===== src/rtl/mc_pkg.sv =====
package mc_pkg;

    localparam int XLEN     = 32;
    localparam int REG_AW   = 5;
    localparam int NREG     = 1 << REG_AW;
    localparam int IMM_W    = 16;
    localparam int WORD_INC = XLEN / 8;

    // instruction field positions
    localparam int OPC_LSB = 26;
    localparam int RS_LSB  = 21;
    localparam int RT_LSB  = 16;
    localparam int RD_LSB  = 11;

    // primary opcodes
    localparam logic [5:0] OPC_RR    = 6'h00;
    localparam logic [5:0] OPC_BEQZ  = 6'h04;
    localparam logic [5:0] OPC_BNEZ  = 6'h05;
    localparam logic [5:0] OPC_ADDI  = 6'h08;
    localparam logic [5:0] OPC_ANDI  = 6'h0C;
    localparam logic [5:0] OPC_ORI   = 6'h0D;
    localparam logic [5:0] OPC_XORI  = 6'h0E;
    localparam logic [5:0] OPC_LOAD  = 6'h23;
    localparam logic [5:0] OPC_STORE = 6'h2B;

    // function codes under OPC_RR
    localparam logic [5:0] FN_ADD = 6'h20;
    localparam logic [5:0] FN_SUB = 6'h22;
    localparam logic [5:0] FN_AND = 6'h24;
    localparam logic [5:0] FN_OR  = 6'h25;
    localparam logic [5:0] FN_XOR = 6'h26;
    localparam logic [5:0] FN_SLT = 6'h2A;

    typedef enum logic [2:0] {
        ST_FETCH, ST_DECODE, ST_EXEC, ST_MEM, ST_WB
    } state_t;

    typedef enum logic [2:0] {
        CL_RR, CL_IMM, CL_LOAD, CL_STORE, CL_BRZ, CL_BRNZ, CL_BAD
    } iclass_t;

    typedef enum logic [2:0] {
        ALU_ADD, ALU_SUB, ALU_AND, ALU_OR, ALU_XOR, ALU_SLT
    } alu_op_t;

    typedef struct packed {
        iclass_t cls;
        alu_op_t op;
    } decode_t;

    typedef struct packed {
        logic    ifetch;
        logic    mem_rd;
        logic    mem_wr;
        logic    ir_we;
        logic    npc_we;
        logic    opnd_we;
        logic    alu_we;
        logic    cond_we;
        logic    cond_nz;
        logic    lmd_we;
        logic    pc_we;
        logic    pc_take;
        logic    rf_we;
        logic    a_sel_npc;
        logic    b_sel_imm;
        logic    wb_sel_lmd;
        logic    dst_sel_rt;
        logic    done;
        logic    illegal;
        alu_op_t alu_op;
    } ctl_t;

    function automatic decode_t decode_instr(input logic [5:0] opc, input logic [5:0] fn);
        decode_t d;
        d.cls = CL_BAD;
        d.op  = ALU_ADD;
        case (opc)
            OPC_RR: begin
                d.cls = CL_RR;
                case (fn)
                    FN_ADD:  d.op = ALU_ADD;
                    FN_SUB:  d.op = ALU_SUB;
                    FN_AND:  d.op = ALU_AND;
                    FN_OR:   d.op = ALU_OR;
                    FN_XOR:  d.op = ALU_XOR;
                    FN_SLT:  d.op = ALU_SLT;
                    default: d.cls = CL_BAD;
                endcase
            end
            OPC_ADDI:  begin d.cls = CL_IMM; d.op = ALU_ADD; end
            OPC_ANDI:  begin d.cls = CL_IMM; d.op = ALU_AND; end
            OPC_ORI:   begin d.cls = CL_IMM; d.op = ALU_OR;  end
            OPC_XORI:  begin d.cls = CL_IMM; d.op = ALU_XOR; end
            OPC_LOAD:  d.cls = CL_LOAD;
            OPC_STORE: d.cls = CL_STORE;
            OPC_BEQZ:  d.cls = CL_BRZ;
            OPC_BNEZ:  d.cls = CL_BRNZ;
            default:   d.cls = CL_BAD;
        endcase
        return d;
    endfunction

    function automatic logic [XLEN-1:0] sext_imm(input logic [IMM_W-1:0] imm);
        return {{(XLEN-IMM_W){imm[IMM_W-1]}}, imm};
    endfunction

endpackage


===== src/rtl/mc_alu.sv =====
module mc_alu
    import mc_pkg::*;
#(
    parameter int DW = XLEN
) (
    input  alu_op_t       op,
    input  logic [DW-1:0] a,
    input  logic [DW-1:0] b,
    output logic [DW-1:0] y
);
    always_comb begin
        case (op)
            ALU_ADD: y = a + b;
            ALU_SUB: y = a - b;
            ALU_AND: y = a & b;
            ALU_OR:  y = a | b;
            ALU_XOR: y = a ^ b;
            ALU_SLT: y = {{(DW-1){1'b0}}, ($signed(a) < $signed(b))};
            default: y = '0;
        endcase
    end
endmodule


===== src/rtl/mc_regfile.sv =====
module mc_regfile
    import mc_pkg::*;
#(
    parameter int AW = REG_AW,
    parameter int DW = XLEN
) (
    input  logic          clk,
    input  logic          rst,
    input  logic [AW-1:0] ra1,
    input  logic [AW-1:0] ra2,
    output logic [DW-1:0] rd1,
    output logic [DW-1:0] rd2,
    input  logic          we,
    input  logic [AW-1:0] wa,
    input  logic [DW-1:0] wd
);
    localparam int N = 1 << AW;

    logic [DW-1:0] regs [N];

    always_ff @(posedge clk) begin
        if (rst) begin
            for (int i = 0; i < N; i++) regs[i] <= '0;
        end else if (we && (wa != '0)) begin
            regs[wa] <= wd;
        end
    end

    assign rd1 = (ra1 == '0) ? '0 : regs[ra1];
    assign rd2 = (ra2 == '0) ? '0 : regs[ra2];

    AST_R0_HELD: assert property (@(posedge clk) disable iff (rst)
        regs[0] == '0);

endmodule


===== src/rtl/mc_ctrl.sv =====
module mc_ctrl
    import mc_pkg::*;
(
    input  logic       clk,
    input  logic       rst,
    input  logic [5:0] opcode,
    input  logic [5:0] funct,
    input  logic       cond,
    output ctl_t       ctl
);
    state_t  state, nxt;
    decode_t dec;
    logic    is_br;

    assign dec   = decode_instr(opcode, funct);
    assign is_br = (dec.cls == CL_BRZ) || (dec.cls == CL_BRNZ);

    always_ff @(posedge clk) begin
        if (rst) state <= ST_FETCH;
        else     state <= nxt;
    end

    always_comb begin
        ctl = '0;
        nxt = state;
        case (state)
            ST_FETCH: begin
                ctl.ifetch = 1'b1;
                ctl.mem_rd = 1'b1;
                ctl.ir_we  = 1'b1;
                ctl.npc_we = 1'b1;
                nxt        = ST_DECODE;
            end
            ST_DECODE: begin
                ctl.opnd_we = 1'b1;
                if (dec.cls == CL_BAD) begin
                    ctl.illegal = 1'b1;
                    ctl.done    = 1'b1;
                    ctl.pc_we   = 1'b1;
                    nxt         = ST_FETCH;
                end else begin
                    nxt = ST_EXEC;
                end
            end
            ST_EXEC: begin
                ctl.alu_we    = 1'b1;
                ctl.alu_op    = ((dec.cls == CL_RR) || (dec.cls == CL_IMM)) ? dec.op : ALU_ADD;
                ctl.a_sel_npc = is_br;
                ctl.b_sel_imm = (dec.cls != CL_RR);
                ctl.cond_we   = is_br;
                ctl.cond_nz   = (dec.cls == CL_BRNZ);
                nxt           = ST_MEM;
            end
            ST_MEM: begin
                ctl.pc_we   = 1'b1;
                ctl.pc_take = is_br && cond;
                if (dec.cls == CL_LOAD) begin
                    ctl.mem_rd = 1'b1;
                    ctl.lmd_we = 1'b1;
                end
                ctl.mem_wr = (dec.cls == CL_STORE);
                if ((dec.cls == CL_STORE) || is_br) begin
                    ctl.done = 1'b1;
                    nxt      = ST_FETCH;
                end else begin
                    nxt = ST_WB;
                end
            end
            ST_WB: begin
                ctl.rf_we      = 1'b1;
                ctl.wb_sel_lmd = (dec.cls == CL_LOAD);
                ctl.dst_sel_rt = (dec.cls == CL_IMM);
                ctl.done       = 1'b1;
                nxt            = ST_FETCH;
            end
            default: nxt = ST_FETCH;
        endcase
    end

    AST_DONE_SINGLE: assert property (@(posedge clk) disable iff (rst)
        ctl.done |=> !ctl.done);
    AST_FETCH_AFTER_DONE: assert property (@(posedge clk) disable iff (rst)
        ctl.done |=> ctl.ifetch);
    AST_ILLEGAL_ENDS: assert property (@(posedge clk) disable iff (rst)
        ctl.illegal |-> ctl.done);
    AST_ILLEGAL_NO_WRITE: assert property (@(posedge clk) disable iff (rst)
        ctl.illegal |=> ctl.ifetch && !ctl.rf_we && !ctl.mem_wr);

endmodule


===== src/rtl/mc_core.sv =====
module mc_core
    import mc_pkg::*;
#(
    parameter logic [XLEN-1:0] RESET_PC = '0
) (
    input  logic            clk,
    input  logic            rst,
    output logic [XLEN-1:0] mem_addr,
    output logic            mem_rd,
    output logic            mem_wr,
    output logic            mem_ifetch,
    output logic [XLEN-1:0] mem_wdata,
    input  logic [XLEN-1:0] mem_rdata,
    output logic            done,
    output logic            illegal
);
    ctl_t ctl;

    logic [XLEN-1:0] pc, ir, npc, a_q, b_q, imm_q, alu_q, lmd_q;
    logic            cond_q;

    logic [XLEN-1:0] rf_rd1, rf_rd2, alu_a, alu_b, alu_y, wb_data;
    logic [REG_AW-1:0] rs_f, rt_f, rd_f, wb_addr;

    assign rs_f = ir[RS_LSB +: REG_AW];
    assign rt_f = ir[RT_LSB +: REG_AW];
    assign rd_f = ir[RD_LSB +: REG_AW];

    mc_ctrl u_ctrl (
        .clk    (clk),
        .rst    (rst),
        .opcode (ir[OPC_LSB +: 6]),
        .funct  (ir[5:0]),
        .cond   (cond_q),
        .ctl    (ctl)
    );

    mc_regfile #(.AW(REG_AW), .DW(XLEN)) u_rf (
        .clk (clk),
        .rst (rst),
        .ra1 (rs_f),
        .ra2 (rt_f),
        .rd1 (rf_rd1),
        .rd2 (rf_rd2),
        .we  (ctl.rf_we),
        .wa  (wb_addr),
        .wd  (wb_data)
    );

    assign alu_a = ctl.a_sel_npc ? npc : a_q;
    assign alu_b = ctl.b_sel_imm ? imm_q : b_q;

    mc_alu #(.DW(XLEN)) u_alu (
        .op (ctl.alu_op),
        .a  (alu_a),
        .b  (alu_b),
        .y  (alu_y)
    );

    assign wb_addr = ctl.dst_sel_rt ? rt_f : rd_f;
    assign wb_data = ctl.wb_sel_lmd ? lmd_q : alu_q;

    always_ff @(posedge clk) begin
        if (rst) begin
            pc     <= RESET_PC;
            ir     <= '0;
            npc    <= '0;
            a_q    <= '0;
            b_q    <= '0;
            imm_q  <= '0;
            alu_q  <= '0;
            cond_q <= 1'b0;
            lmd_q  <= '0;
        end else begin
            if (ctl.ir_we)   ir  <= mem_rdata;
            if (ctl.npc_we)  npc <= pc + XLEN'(WORD_INC);
            if (ctl.opnd_we) begin
                a_q   <= rf_rd1;
                b_q   <= rf_rd2;
                imm_q <= sext_imm(ir[IMM_W-1:0]);
            end
            if (ctl.alu_we)  alu_q  <= alu_y;
            if (ctl.cond_we) cond_q <= (a_q == '0) ^ ctl.cond_nz;
            if (ctl.lmd_we)  lmd_q  <= mem_rdata;
            if (ctl.pc_we)   pc     <= ctl.pc_take ? alu_q : npc;
        end
    end

    assign mem_addr   = ctl.ifetch ? pc : alu_q;
    assign mem_rd     = ctl.mem_rd;
    assign mem_wr     = ctl.mem_wr;
    assign mem_ifetch = ctl.ifetch;
    assign mem_wdata  = b_q;
    assign done       = ctl.done;
    assign illegal    = ctl.illegal;

    AST_MEM_EXCLUSIVE: assert property (@(posedge clk) disable iff (rst)
        !(mem_rd && mem_wr));
    AST_LOAD_WRITES_BACK: assert property (@(posedge clk) disable iff (rst)
        ctl.lmd_we |=> ctl.rf_we && ctl.wb_sel_lmd);

endmodule


===== config.mk =====
export PLATFORM = sky130hd
export DESIGN_NAME = mc_core
export DESIGN_NICKNAME = d
export VERILOG_FILES = /design/src/rtl/mc_pkg.sv /design/src/rtl/mc_alu.sv /design/src/rtl/mc_regfile.sv /design/src/rtl/mc_ctrl.sv /design/src/rtl/mc_core.sv
export SDC_FILE = /design/constraint.sdc
export NUM_CORES = 2
export LEC_CHECK = 0
export BUFFER_PORTS_ARGS = -buffer_cell sky130_fd_sc_hd__buf_2
export CAP_MARGIN = 0
export CORE_ASPECT_RATIO = 0.9
export CORE_MARGIN = 2
export CORE_UTILIZATION = 40
export CTS_BUF_LIST = sky130_fd_sc_hd__clkbuf_8
export CTS_CLUSTER_DIAMETER = 120
export CTS_CLUSTER_SIZE = 30
export DETAILED_ROUTE_END_ITERATION = 16
export SLEW_MARGIN = 20
export SYNTH_ARGS = -nofsm -noshare
export SYNTH_HDL_FRONTEND = slang
export SYNTH_SLANG_ARGS = --single-unit

===== constraint.sdc =====
create_clock -name clk -period 8.4 [get_ports clk]
set_clock_uncertainty 0.15 [all_clocks]
set_input_delay 0.84 -clock clk [delete_from_list [all_inputs] [get_ports clk]]
set_output_delay 0.84 -clock clk [all_outputs]
set_load 0.1 [all_outputs]

Yosys cells after proc, flatten, opt, wreduce, memory -nomap -nowiden:

Memories as Yosys holds them, arrays and structs flattened. A register that Yosys moved wholly into a read port is not among the register bits.
Index checks and enable logic that the tools add are counted.

* bits in registers: 244
* latch bits: 0
* bits in writable memories: 1024
* memory bits (read-only): 0
* input bits: 34
* output and inout port bits: 69
* word-level logic and storage cells: 113
* memories kept: 1

* $add $sub $neg: 3
* multipliers: 0
* divide/modulo/power cells: 0
* order comparisons: 1
* eq/ne operators: 29
* shifts and indexed selects: 0
* muxes and demuxes: 48
* bitwise logic cells: 4
* reductions and logical operators: 17

Memories
* u_rf.regs: words 32, bits a word 32, rd ports 2, clocked after memory_dff 2, write ports 32, RTL line mc_regfile.sv:19 `logic [DW-1:0] regs [N];`

Operators by type and width (count)
* 32-bit two-way mux: 8
* 32-bit one-hot mux with 6 select lines: 1
* 6-bit equality test, second input constant: 8
* 32-bit by 3-bit adder with 32-bit output, second input constant: 1
* 32-bit adder: 1
* 32-bit AND: 1
* 32-bit zero test: 1
* 32-bit < comparator: 1
* 32-bit bitwise OR: 1
* 32-bit OR reduction: 1
* 32-bit subtractor: 1
* 32-bit XOR: 1
* 5-bit two-way mux: 6
* 6-bit by 4-bit equality test with 1-bit output, second input constant: 4
* 3-bit one-hot mux with 4 select lines: 2
* 3-bit by 2-bit equality test with 1-bit output, second input constant: 6
* 3-bit equality test, second input constant: 6
* 3-bit one-hot mux with 6 select lines: 1
* 1-bit two-way mux: 16
* 3-bit two-way mux: 5
* 3-bit one-hot mux with 5 select lines: 1
* 6-bit by 3-bit equality test with 1-bit output, second input constant: 2
* 5-bit zero test: 2
* 2-bit two-way mux: 5
* other kinds (12): 20

Longest topological paths before layout:

* depth in word-level cells: 14
* gate-level depth with buffers: 21
* gate-level depth less buffers: 19

Modules after synthesis:

Synthesis repeated with hierarchy kept, for this count alone.

* cell total of the unflattened synthesis: 5500
* area, all modules: 71005.6 um2

Modules (own cells, without submodules)
* mc_regfile: instances 1, cells an instance 3502, area an instance 54229.5 um2
* mc_core: instances 1, cells an instance 1100, area an instance 10871.7 um2
* mc_alu: instances 1, cells an instance 812, area an instance 5293.8 um2
* mc_ctrl: instances 1, cells an instance 86, area an instance 610.6 um2

Least setup slack after synthesis:

Ideal clock, no wire load.

* path type: register -> register
* start point: register ir[31]
* end point: register alu_q[28]
* data arrival time: 4.990 ns
* required time: 8.130 ns
* slack: 3.140 ns
* cell stages (with the launch flop): 18
* buffers on the path: 3
* clock period less this slack: 5.260 ns
* cells stage by stage: dfxtp_1 > clkbuf_1 > or3_1 > clkbuf_1 > or2_2 > nor3_1 > buf_2 > mux2_2 > ha_1 > or4_4 > or4_1 > a211oi_1 > a31oi_1 > a31oi_2 > o32ai_1 > a2111oi_2 > o21ai_1 > a211o_1

* cells in the longest elaborated chain, start to end: 9

Ends and longest elaborated chain
* from (decl): RTL line mc_core.sv:19 `logic [XLEN-1:0] pc, ir, npc, a_q, b_q, imm_q, alu_q, lmd_q;`
* from (signal assigned): RTL line mc_core.sv:75 `if (ctl.ir_we) ir <= mem_rdata;`
* 6-bit by 4-bit equality test with 1-bit output: RTL line mc_pkg.sv:78 `case (opc)`
* 4-bit OR reduction (no line)
* 3-bit one-hot mux with 6 select lines: RTL line mc_pkg.sv:78
* 3-bit equality test (tied with other cells): RTL line mc_ctrl.sv:16 `assign is_br = (dec.cls == CL_BRZ) || (dec.cls == CL_BRNZ);`
* 1-bit logical OR (on tied branches): RTL line mc_ctrl.sv:16, mc_ctrl.sv:47
* 2-bit two-way mux or 3-bit two-way mux (tied branches): RTL line mc_ctrl.sv:26, mc_ctrl.sv:47
* 32-bit two-way mux or 3-bit two-way mux (tied branches): RTL line mc_core.sv:50, mc_ctrl.sv:26
* 32-bit subtractor (tied with other cells): RTL line mc_alu.sv:14 `ALU_SUB: y = a - b;`
* 32-bit one-hot mux with 6 select lines *: RTL line mc_alu.sv:12 `case (op)`
* to (signal assigned): RTL line mc_core.sv:82 `if (ctl.alu_we) alu_q <= alu_y;`
* to (decl): RTL line mc_core.sv:19

Mark *: on every way between the ends. The rest lies on a longest branch, timed or not.
A chain may end at the register's enable or synchronous reset.

Worst setup path after layout:

* start point: register ir[2]
* end point: register alu_q[31]

* cells in the longest elaborated chain, start to end: 10

Ends and longest elaborated chain
* 6-bit equality test: RTL line mc_pkg.sv:81 `case (fn)`
* 6-bit OR reduction (no line)
* 3-bit two-way mux: RTL line mc_pkg.sv:81
* 3-bit one-hot mux with 6 select lines: RTL line mc_pkg.sv:78
* 3-bit equality test (tied with other cells): RTL line mc_ctrl.sv:16
* 1-bit logical OR (on tied branches): RTL line mc_ctrl.sv:16, mc_ctrl.sv:47
* 2-bit two-way mux or 3-bit two-way mux (tied branches): RTL line mc_ctrl.sv:26, mc_ctrl.sv:47
* 32-bit two-way mux or 3-bit two-way mux (tied branches): RTL line mc_core.sv:50, mc_ctrl.sv:26
* 32-bit subtractor (tied with other cells): RTL line mc_alu.sv:14
* 32-bit one-hot mux with 6 select lines *: RTL line mc_alu.sv:12

Marks and branches as above.

==> results.md <==
* Iteration-0 DRC Markers at 6379
* Max Slew Vio Count at 0
* Seq/Total Area, Yosys at 0.5307
* DRT Wirelength at 231.1 mm
* Antenna Nets Post-Route at 0
* Endpoints failing setup at 0
* Unique masters post-synth at 85
* Final worst path period share at 0.7357
* Crit path DAT at 6.78 ns
* Layer with the highest usage: met2
* DP Wirelength at 147.9 mm
* Flop2flop setup slack at 2.22 ns
* Average via count per standard cell at 6.254
* Dpl cells at 7300
* Crit path max fanout at 15
* Fin nets at 5252
* Maximum vdd drop at 0.0001391 V
* Synth async-reset ratio at 0
* Worst-path clk slew at 0.18 ns
* Reg2Reg Depth at 15
* Required @ worst endpoint at 9.00 ns
* Status: completed
* Power, Total at 13.08 mW
* Drt pass-1 iters at 5
* Hold Path Cell Cnt at 3
* Hold-fix buffers at CTS at 0
* Num CTS Buffers at 51
* Final RePlAce weighted congestion at 0.9254
* Unrepaired setup endpoints after global routing: false
* Placed Area at 0.07067 mm2
* Type of destination of the critical path: flop
* Max stage delay cell, worst path: o21ai_4
* TNS Setup at 0 ns
* Total Routing Usage GR at 0.2633
* CTS tree: done
* Avg WL per Cell at 31.30 um
* Row Count at 143
* Syn Inst Count at 5309
* Aggregate global routing overflow at 0
* Startpoint types: flop
* Core area at 0.1682 mm2
* Clock sink total at 1278
* Fraction of layout cells with a size suffix above 1 at 0.2226
* Max-cap violations at 0
* Vias in the first global route at 44480
* Area of the mapped netlist at 0.06753 mm2
* Cell repeated most along the worst path: o211ai_1
* Initial antenna violation count at 4
* Post-Layout Cell Count at 7385
* Most common cell after layout, fill and taps aside: nor2_1
* Worst R2R End: alu_q[31]
* First-pass GRT wire length at 328.9 mm
* Die Y at 393.8 um
* Final Cell Area at 0.07178 mm2
* GR Layer Usage met1 at 0.3763
* Ys Warns at 0
* Crit-path leading delay family: compound AO/OA/AOI/OAI gates
* Overall die area at 0.1721 mm2
* HP Class: in -> reg
* Post-Syn Area per Cell at 12.72 um2
* Slew HR at 0.2015
* # port buffers at 102
* Hold Fails Final Rpt at 0
* CP bufs+invs at 1
* Pin count of the biggest net entering global routing at 125
* Ys flop type: edfxtp_1
* Depth of the CTS H-tree at 2
* Achievable Freq at 0.1618 GHz
* Crit Path Category: reg -> reg
* Min Tclk post-route at 6.180 ns
* CTS resizes at 0
* Clock tree buffer depth at 3
* Hold Path Sink: lmd_q[14]
* Commonest cells after routing, fill and taps aside: nor2_1 (1269), edfxtp_1 (1024), mux4_2 (640)
* LEAKAGE at 22.85 nW
* HP Start: mem_rdata[14]
* Crit-path max cell delay at 0.63 ns
* Starting Density at 0.4015
* DRC at 0
* I/O pin total at 103
* Slew at the pin closest to its max-slew limit at 1.194 ns
* Vias at 46190
* Worst-Skew Late Latency at 0.86 ns
* Routing usage on met2 at 0.4029
* Layout area overhead at 6.300%
* Pwr Density at 182.2 mW/mm2
* Clock Root Buffer: clkbuf_8
* Post-synth EDFFs at 1024
* Worst r2r src: ir[2]
* Post-CTS Setup Bufs at 0
* Global-route met3 utilization at 0.04342
* Critical path cell sequence: or3b_2 > o211ai_1 > o211ai_1 > o21ai_4 > mux2_2 > ha_1 > inv_1 > or4_1 > o31ai_1 > o21ai_0 > a31oi_1 > a21boi_0 > o211a_1 > o2bb2ai_1 > a21oi_1
* Post-synthesis register bit count at 1278
* Chip Width at 437.1 um
-- worst reg2reg max path, cell delays in order, from the launching register on --
cell and delay, ns:
dfxtp_1 0.45, or3b_2 0.52, o211ai_1 0.25, o211ai_1 0.24, o21ai_4 0.63, mux2_2 0.44
ha_1 0.46, inv_1 0.21, or4_1 0.55, o31ai_1 0.44, o21ai_0 0.42, a31oi_1 0.60
a21boi_0 0.25, o211a_1 0.27, o2bb2ai_1 0.14, a21oi_1 0.08
-- per-stage QoR --
stage | hold WS, ns | utilization | setup WS, ns
final | 0.08933 | 0.4268 | 2.220
after global routing | 0.06765 | 0.4268 | 1.793
after CTS | 0.01890 | 0.4256 | 2.212
after detailed placement | 0.2970 | 0.4202 | 2.275
after global placement | 0.2873 | 0.4195 | 2.128
after floorplan | 0.2821 | - | 3.140
-- power by group --
group	total, mW	switching [mW]	leakage (nW)	internal [mW]
registers	7.40	0.305	12.6	7.09
logic	3.08	1.95	9.71	1.13
clock network	2.61	2.00	0.505	0.606
total	13.1	4.26	22.8	8.82
-- metal layers --
layer,up-vias,wire (um)
li1,19320,-
met3,362,22400
met5,-,50
met4,6,10320
met2,2610,104700
met1,23890,93720
-- state kept, by name, indices dropped and copies added (netlist names), named ones only --
register      cells
lmd_q            32
u_ctrl.state      3
cond_q            1
u_rf.regs      1024
ir               32
mem_wdata        32
pc               32
a_q              32
imm_q            16
npc              32
alu_q            32
-- cell families (layout without fill, tap and decap cells) --
kind of cell	count (synthesis)	after routing	synth area share
flip-flops	1278	1278	0.5307
AO/OA/AOI/OAI	614	614	0.05998
XOR/XNOR	30	30	0.003891
AND/OR/NAND/NOR	1856	1856	0.1097
multiplexers	817	817	0.2411
adder cells (fa/ha/maj)	105	105	0.01968
other	1	35	0.00005553
buffers and inverters	608	403	0.03493
-- how the worst max path moves through the flow --
stage | start | to | cells past startpoint
floorplan | ir[31] | alu_q[28] | 17
global placement | ir[2] | alu_q[20] | 16
detailed placement | ir[2] | alu_q[31] | 15
CTS | ir[2] | alu_q[31] | 15
global route | ir[29] | alu_q[31] | 15
finish | ir[2] | alu_q[31] | 15
-- cells in the mapped netlist, types with 5 or more instances --
| cell type | number | share of area |
|---|---|---|
| a221o_1 | 8 | 0.0012 |
| nor4_1 | 14 | 0.0013 |
| dfxtp_1 | 254 | 0.075 |
| a311oi_1 | 9 | 0.0012 |
| xnor2_1 | 14 | 0.0018 |
| o31ai_1 | 10 | 0.0011 |
| mux4_2 | 640 | 0.21 |
| nor2_1 | 1270 | 0.071 |
| o21ai_0 | 91 | 0.0067 |
| nor2b_1 | 9 | 0.00083 |
| a31oi_1 | 21 | 0.0019 |
| clkbuf_1 | 393 | 0.022 |
| o221ai_1 | 14 | 0.0018 |
| buf_2 | 40 | 0.0030 |
| a22oi_1 | 37 | 0.0041 |
| a21o_1 | 30 | 0.0033 |
| nand2_1 | 405 | 0.023 |
| a221oi_1 | 9 | 0.0012 |
| mux2i_1 | 100 | 0.015 |
| o21a_1 | 7 | 0.00078 |
| mux2_2 | 77 | 0.013 |
| a21oi_1 | 197 | 0.015 |
| nand3_1 | 22 | 0.0016 |
| and3_1 | 16 | 0.0015 |
| o211a_1 | 5 | 0.00074 |
| or3_1 | 11 | 0.0010 |
| a21boi_0 | 5 | 0.00056 |
| xor2_1 | 16 | 0.0021 |
| a211oi_1 | 95 | 0.011 |
| inv_1 | 110 | 0.0061 |
| buf_1 | 61 | 0.0034 |
| o211ai_1 | 17 | 0.0019 |
| ha_1 | 103 | 0.019 |
| or2_2 | 9 | 0.00083 |
| nor3b_1 | 5 | 0.00056 |
| nand4_1 | 10 | 0.00093 |
| nor3_1 | 37 | 0.0027 |
| and2_1 | 9 | 0.00083 |
| edfxtp_1 | 1024 | 0.46 |
| nand2b_1 | 19 | 0.0018 |
| o21bai_1 | 8 | 0.00089 |
-- layout make-up --
cell class / count / area (um2)
clock buffers: 52 / 715.7
well taps: 2247 / 2811
repair buffers: 218 / 1657
clock inverters: 23 / 186.4
multi-input cells: 3454 / 30120
flip-flops and latches: 1278 / 35870
diodes: 3 / 7.507
inverters: 110 / 416.7
fillers: 15470 / 96410
Note: power is estimated with default switching activity, not from simulation.
